`config.mk`:
```
export PLATFORM = sky130hd
export DESIGN_NAME = clkout_pd_seq
export DESIGN_NICKNAME = d
export VERILOG_FILES = /design/src/rtl/clkout_pd_pkg.sv /design/src/rtl/clkout_pd_sync.sv /design/src/rtl/clkout_pd_fsm.sv /design/src/rtl/clkout_pd_outstage.sv /design/src/rtl/clkout_pd_seq.sv
export SDC_FILE = /design/constraint.sdc
export NUM_CORES = 1
export LEC_CHECK = 0
export BUFFER_PORTS_ARGS = -buffer_cell sky130_fd_sc_hd__clkbuf_2
export CORE_MARGIN = 1.5
export CORE_UTILIZATION = 35
export CTS_BUF_LIST = sky130_fd_sc_hd__clkbuf_4
export DETAILED_ROUTE_END_ITERATION = 8
export PLACE_DENSITY = 0.51
export SYNTH_ARGS = -nofsm -noshare
export SYNTH_HDL_FRONTEND = slang
export SYNTH_SLANG_ARGS = --single-unit
```
`constraint.sdc`:
```
create_clock -name clk -period 2.4 [get_ports clk]
set_clock_uncertainty 0.15 [all_clocks]
set_input_delay 0.36 -clock clk [delete_from_list [all_inputs] [get_ports clk]]
set_output_delay 0.36 -clock clk [all_outputs]
set_load 0.02 [all_outputs]
```
`src/rtl/clkout_pd_pkg.sv`:
```
package clkout_pd_pkg;

    typedef enum logic [1:0] {
        ST_PARK   = 2'd0,
        ST_WAKE   = 2'd1,
        ST_SETTLE = 2'd2,
        ST_RUN    = 2'd3
    } seq_state_t;

    typedef struct packed {
        logic toe;
        logic coe;
        logic thi;
        logic chi;
    } leg_drive_t;

    localparam leg_drive_t DRV_RUN     = '{toe: 1'b1, coe: 1'b1, thi: 1'b0, chi: 1'b0};
    localparam leg_drive_t DRV_PARK_HI = '{toe: 1'b1, coe: 1'b0, thi: 1'b1, chi: 1'b0};
    localparam leg_drive_t DRV_FLOAT   = '{toe: 1'b0, coe: 1'b0, thi: 1'b0, chi: 1'b0};
    localparam leg_drive_t DRV_ALL_HI  = '{toe: 1'b1, coe: 1'b1, thi: 1'b1, chi: 1'b1};

    function automatic leg_drive_t park_drive(input logic float_mode);
        return float_mode ? DRV_FLOAT : DRV_PARK_HI;
    endfunction

    function automatic leg_drive_t drive_for(input seq_state_t st, input logic float_mode);
        leg_drive_t d;
        case (st)
            ST_PARK:   d = park_drive(float_mode);
            ST_WAKE,
            ST_SETTLE: d = float_mode ? DRV_ALL_HI : DRV_PARK_HI;
            default:   d = DRV_RUN;
        endcase
        return d;
    endfunction

endpackage

```
`src/rtl/clkout_pd_sync.sv`:
```
module clkout_pd_sync (
    input  logic clk,
    input  logic rst,
    input  logic req_async,
    output logic req_sync
);
    logic meta_q;
    logic sync_q;

    always_ff @(posedge clk) begin
        if (rst) begin
            meta_q <= 1'b1;
            sync_q <= 1'b1;
        end else begin
            meta_q <= req_async;
            sync_q <= meta_q;
        end
    end

    assign req_sync = sync_q;
endmodule

```
`src/rtl/clkout_pd_fsm.sv`:
```
module clkout_pd_fsm
    import clkout_pd_pkg::*;
#(
    parameter int WAKE_MAX_CYC = 100000,
    parameter int SETTLE_CYC   = 64
) (
    input  logic       clk,
    input  logic       rst,
    input  logic       req_sync,
    input  logic       pll_locked,
    output seq_state_t state,
    output logic       timeout
);
    localparam int WCW = (WAKE_MAX_CYC > 2) ? $clog2(WAKE_MAX_CYC) : 1;
    localparam int SCW = (SETTLE_CYC > 2) ? $clog2(SETTLE_CYC) : 1;
    localparam logic [WCW-1:0] WLAST = WCW'(WAKE_MAX_CYC - 1);
    localparam logic [SCW-1:0] SLAST = SCW'(SETTLE_CYC - 1);

    seq_state_t     state_q;
    logic           req_prev;
    logic [WCW-1:0] wcnt;
    logic [SCW-1:0] scnt;
    logic           tmo_q;
    logic           qual_on;
    logic           qual_off;

    assign qual_on  = req_sync & req_prev;
    assign qual_off = ~req_sync & ~req_prev;

    always_ff @(posedge clk) begin
        if (rst) begin
            state_q  <= ST_PARK;
            req_prev <= 1'b1;
            wcnt     <= '0;
            scnt     <= '0;
            tmo_q    <= 1'b0;
        end else begin
            req_prev <= req_sync;
            if (state_q != ST_RUN && state_q != ST_PARK && wcnt != WLAST)
                wcnt <= wcnt + 1'b1;
            case (state_q)
                ST_PARK: begin
                    if (qual_off) begin
                        state_q <= ST_WAKE;
                        wcnt    <= '0;
                        tmo_q   <= 1'b0;
                    end
                end
                ST_WAKE: begin
                    if (qual_on) begin
                        state_q <= ST_PARK;
                    end else if (pll_locked) begin
                        state_q <= ST_SETTLE;
                        scnt    <= '0;
                    end else if (wcnt == WLAST) begin
                        tmo_q <= 1'b1;
                    end
                end
                ST_SETTLE: begin
                    if (qual_on)
                        state_q <= ST_PARK;
                    else if (!pll_locked)
                        state_q <= ST_WAKE;
                    else if (scnt == SLAST)
                        state_q <= ST_RUN;
                    else
                        scnt <= scnt + 1'b1;
                end
                default: begin
                    if (qual_on)
                        state_q <= ST_PARK;
                end
            endcase
        end
    end

    assign state   = state_q;
    assign timeout = tmo_q;

    // a new park state needs two consecutive qualified request samples
    a_r1_two_samples: assert property (@(posedge clk) disable iff (rst)
        (state_q == ST_PARK && $past(state_q) != ST_PARK) |-> ($past(req_sync, 1) && $past(req_sync, 2)));

    // settle only begins while lock is reported
    a_r7_settle_needs_lock: assert property (@(posedge clk) disable iff (rst)
        (state_q == ST_SETTLE && $past(state_q) == ST_WAKE) |-> $past(pll_locked));

    // timeout never rises while lock is present
    a_r8_timeout_without_lock: assert property (@(posedge clk) disable iff (rst)
        $rose(tmo_q) |-> !$past(pll_locked));
endmodule

```
`src/rtl/clkout_pd_outstage.sv`:
```
module clkout_pd_outstage
    import clkout_pd_pkg::*;
#(
    parameter int PAIRS = 4
) (
    input  logic             clk,
    input  logic             rst,
    input  seq_state_t       state,
    input  logic             float_mode,
    output logic [PAIRS-1:0] tru_oe,
    output logic [PAIRS-1:0] cmp_oe,
    output logic [PAIRS-1:0] tru_hi,
    output logic [PAIRS-1:0] cmp_hi
);
    leg_drive_t target;
    assign target = drive_for(state, float_mode);

    for (genvar p = 0; p < PAIRS; p++) begin : g_pair
        leg_drive_t drv_q;
        always_ff @(negedge clk) begin
            if (rst)
                drv_q <= park_drive(float_mode);
            else
                drv_q <= target;
        end
        assign tru_oe[p] = drv_q.toe;
        assign cmp_oe[p] = drv_q.coe;
        assign tru_hi[p] = drv_q.thi;
        assign cmp_hi[p] = drv_q.chi;
    end

    // running pattern once run has been held across an edge
    a_r10_run_pattern: assert property (@(posedge clk) disable iff (rst)
        (state == ST_RUN && $past(state) == ST_RUN) |->
        (&tru_oe && &cmp_oe && !(|tru_hi) && !(|cmp_hi)));

    // parked with true leg held high
    a_r3_park_hold_high: assert property (@(posedge clk) disable iff (rst)
        (state == ST_PARK && $past(state) == ST_PARK && !float_mode && $stable(float_mode)) |->
        (&tru_oe && &tru_hi && !(|cmp_oe) && !(|cmp_hi)));

    // parked with both legs released
    a_r4_park_float: assert property (@(posedge clk) disable iff (rst)
        (state == ST_PARK && $past(state) == ST_PARK && float_mode && $stable(float_mode)) |->
        !(|{tru_oe, cmp_oe, tru_hi, cmp_hi}));

    // wake in float mode drives every leg high
    a_r6_wake_all_high: assert property (@(posedge clk) disable iff (rst)
        (state == ST_WAKE && $past(state) == ST_WAKE && float_mode && $stable(float_mode)) |->
        (&tru_oe && &cmp_oe && &tru_hi && &cmp_hi));

    // all pairs agree
    a_r10_pairs_agree: assert property (@(posedge clk) disable iff (rst)
        ((tru_oe == '0 || tru_oe == '1) && (cmp_oe == '0 || cmp_oe == '1) &&
         (tru_hi == '0 || tru_hi == '1) && (cmp_hi == '0 || cmp_hi == '1)));
endmodule

```
`src/rtl/clkout_pd_seq.sv`:
```
module clkout_pd_seq
    import clkout_pd_pkg::*;
#(
    parameter int PAIRS        = 4,
    parameter int WAKE_MAX_CYC = 100000,
    parameter int SETTLE_CYC   = 64
) (
    input  logic             clk,
    input  logic             rst,
    input  logic             pd_pin,
    input  logic             park_float,
    input  logic             pd_active_high,
    input  logic             pll_locked,
    output logic [PAIRS-1:0] tru_oe,
    output logic [PAIRS-1:0] cmp_oe,
    output logic [PAIRS-1:0] tru_hi,
    output logic [PAIRS-1:0] cmp_hi,
    output logic             wake_timeout
);
    logic       req_raw;
    logic       req_sync;
    seq_state_t state;

    // polarity selection ahead of the synchronizer
    assign req_raw = pd_active_high ? pd_pin : ~pd_pin;

    clkout_pd_sync u_sync (
        .clk      (clk),
        .rst      (rst),
        .req_async(req_raw),
        .req_sync (req_sync)
    );

    clkout_pd_fsm #(
        .WAKE_MAX_CYC(WAKE_MAX_CYC),
        .SETTLE_CYC  (SETTLE_CYC)
    ) u_fsm (
        .clk       (clk),
        .rst       (rst),
        .req_sync  (req_sync),
        .pll_locked(pll_locked),
        .state     (state),
        .timeout   (wake_timeout)
    );

    clkout_pd_outstage #(
        .PAIRS(PAIRS)
    ) u_out (
        .clk       (clk),
        .rst       (rst),
        .state     (state),
        .float_mode(park_float),
        .tru_oe    (tru_oe),
        .cmp_oe    (cmp_oe),
        .tru_hi    (tru_hi),
        .cmp_hi    (cmp_hi)
    );
endmodule

```
==> impl_summary.log <==
INFO  metric outcome = finished, violations left
INFO  metric violated_checks = setup timing
INFO  metric num_io_pins = 23
INFO  metric clock_latency = around 0.35 ns
INFO  metric rsz_0062_raised_after_global_routing = yes
INFO  metric globalRouteOverflowTotal = 0
INFO  metric post_dp_cell_area = 0.002021 mm^2
INFO  metric post_cts.resized_instances = 34
INFO  metric core = 0.005140 mm^2
INFO  metric route.final.wire_length = 4100 um
INFO  metric fill_cells = 540
INFO  metric cts_post_setup_buffers_inserted = 0
INFO  metric cts-hold-fix-buffers = 0
INFO  metric finish.cell_count_without_fillers = 312
INFO  metric ys_seq_elements = 33
INFO  metric routed_via_density = 5.205
INFO  metric largest_net_degree_at_the_start_of_global_routing = 19
INFO  metric first_global_vias = 1509
INFO  metric synth_cell_types = 52
INFO  metric final_design_area_no_fill = about 0.0022 mm^2
INFO  metric number_of_vias_in_the_routed_layout = 1624
INFO  metric power = approximately 1.6 mW
INFO  metric io_buffers = 22
INFO  metric cts.reportedPaths.clkPinSlew = between 0.1 and 0.15 ns
INFO  metric most-common-layout-cells = dfxtp_1 (27), nand2_1 (23), a21oi_1 (14)
INFO  metric die_w = 76.08 um
INFO  metric cap_violations = 0
INFO  metric route.antenna.remaining_nets = 0
INFO  metric cts_tree = built
INFO  metric synth_nets = 232
INFO  metric placed_instances = 301
INFO  metric drive_gt1_share = a little over a quarter
INFO  metric yosys_most_used_dff = dfxtp_1
INFO  metric grt_use_total = 14.97%
INFO  metric synth.yosys.warnings = 0
INFO  metric critical_path.top_delay_family = flip-flops
INFO  metric dr.pass1.iters = 6
INFO  metric finalMaxSlewViolations = 0
INFO  metric final_nets = 253
INFO  metric criticalPathCategory = flip-flop to output pin
INFO  metric crit_path_max_incr_delay = 0.37 ns
INFO  metric final_critical_path_setup_slack = -0.2315 ns
INFO  metric dpl.hpwl = 2791 um
INFO  metric dieArea = 0.005788 mm^2
INFO  metric tightestPinTransition = 0.5307 ns
INFO  metric grt_pass1_wl = a little over 7000 um
INFO  metric async_reset_ff_share = 0%
INFO  metric synthesis.instances = 220
INFO  metric cts_root_buffer = clkbuf_4
INFO  metric synthesis.area = 0.001869 mm^2
INFO  metric ir_worst_vdd = 0.0003692 V
INFO  metric synthDominantAreaCellType = dfxtp_1
INFO  metric power_density = approximately 690 mW/mm^2
INFO  metric critical_path_arrival = 2.12 ns
INFO  metric synthTopCellsByArea = dfxtp_1 (35%), buf_4 (4.8%), nand2_1 (4.6%), ha_1 (4.0%), a21oi_1 (3.7%)
INFO  metric setup-violations-final = 16
INFO  metric route.detailed.drc = 0
INFO  metric cpMaxStageDelayCell = dfxtp_4
INFO  metric initial_core_util = 36.37%
INFO  metric total_inserted_antenna_cells = 0
INFO  metric htree_levels = 2
INFO  metric synth_enable_flop_cells = 0
INFO  metric drt-initial-drc-count = a little over 80
INFO  metric area.growth.synth_to_final = 20.21%
INFO  metric max_fanout_on_critical_path = 4
INFO  metric synthesis.area_per_instance = approximately 8.5 um^2
INFO  metric timing.critical_path.cells = clkbuf_8
INFO  metric timing.critical_path.from_type = flip-flop
INFO  metric detailedPlace.worstSlack = 0.03698 ns
INFO  metric crit_path_end_kind = output pin
INFO  metric clkSinkCount = 33
INFO  metric die_h = ~76 um
INFO  metric final_report_hold_violation_count = 0
INFO  metric routed_wire_length_per_instance = 13.14 um
INFO  metric cts.path.max_buffers = 2
INFO  metric finalWeightedCongestion = between 0.7 and 0.8
INFO  metric slew-limit-headroom = 64.46%
INFO  metric layout.cells.most_common = dfxtp_1
INFO  metric hold_path_class = input pin to flip-flop
INFO  metric tritoncts.num_buffers = 5
INFO  metric row_count = 26
INFO  metric power.leakage = roughly 0.86 nW
INFO  metric synthDominantCellAreaShare = 35.34%
INFO  metric critical_path_buf_inv_count = 1
INFO  metric seq_area_frac_synth = between 30 and 40%
INFO  metric antenna_violations_before_repair = 0
INFO  metric worst-r2r-setup-slack = 0.05 ns
INFO  metric critPathRequiredTime = 1.89 ns
[per-layer routing]
layer | up-vias | share of wire, % | global-route usage, %
met4 | 0 | 1.3 | 4.815
met1 | 753 | 49 | 18.99
li1 | 832 | - | -
met2 | 32 | 46 | 24.68
met5 | - | 0 | 0
met3 | 7 | 3.6 | 4.072
[state kept, by name, indices dropped and copies added (netlist names)]
signal / flops
u_out.cmp_oe: 1
u_fsm.timeout: 1
u_out.cmp_hi: 1
u_sync.req_sync: 1
u_fsm.req_prev: 1
u_out.tru_oe: 1
u_out.tru_hi: 1
u_fsm.scnt: 6
u_fsm.wcnt: 17
u_sync.meta_q: 1
u_fsm.state: 2
[report_power, final]
part / total (mW) / switching, mW / internal [mW]
logic: 0.556 / 0.260 / 0.296
clock network: 0.339 / 0.220 / 0.118
registers: 0.663 / 0.0632 / 0.600
total: 1.56 / 0.544 / 1.01
[layout make-up]
type | count | area (um^2) | share of cell area (%)
multi-input combinational | 158 | 1056 | 46.99
clock buffer | 5 | 37.54 | 1.670
inverter | 8 | 32.53 | 1.448
timing repair buffer | 31 | 325.3 | 14.48
tap | 70 | 87.58 | 3.898
sequential | 33 | 678.2 | 30.18
clock inverter | 7 | 30.03 | 1.336
[cells in the mapped netlist (3+ instances only)]
master    number
and3_1         3
ha_1           6
or3_1          9
nor4_1         3
nor2_1        11
xnor2_1        4
o21ai_0        5
a2111o_1       3
and4_1         3
clkbuf_1       5
inv_1          9
dfxtp_1       33
a21oi_1       14
or2_2          5
nand3_1       11
nor3_1         5
mux2i_1        7
nand2_1       23
buf_4         12
o21ai_1        4
nand4_1        6
[per-stage QoR]
stage / util (%) / hold slack (ns) / setup TNS, ns
2_1_floorplan: - / 0.2395 / -0.0006342
3_3_place_gp: 39.31 / 0.2488 / 0
3_5_place_dp: 39.31 / 0.2440 / 0
4_1_cts: 43.57 / 0.07541 / -3.480
5_1_grt: 43.72 / 0.08767 / -4.177
6_report: 43.72 / 0.08262 / -3.398
[final timing paths]
check	startpoint	endpoint	cells past startpoint
setup / recovery	u_out.tru_oe[0]$_DFF_N_	tru_oe[2]	1
hold / removal	pd_pin	u_sync.meta_q$_SDFF_PP1_	3
setup reg to reg	u_fsm.state[1]$_SDFFE_PP0P_	u_out.tru_hi[1]$_DFF_N_	5
hold reg to reg	u_sync.meta_q$_SDFF_PP1_	u_sync.req_sync$_SDFF_PP1_	1
[cell families after synthesis]
logic type | Yosys count | share of synthesized area [%]
multiplexers | 7 | 3.748
flip-flops | 33 | 35.34
AO/OA/AOI/OAI | 47 | 17.14
adder cells (fa/ha/maj) | 6 | 4.016
AND/OR/NAND/NOR | 92 | 27.78
XOR/XNOR | 6 | 2.811
buffers and inverters | 29 | 9.170
Power figures use the tool's default switching activity.
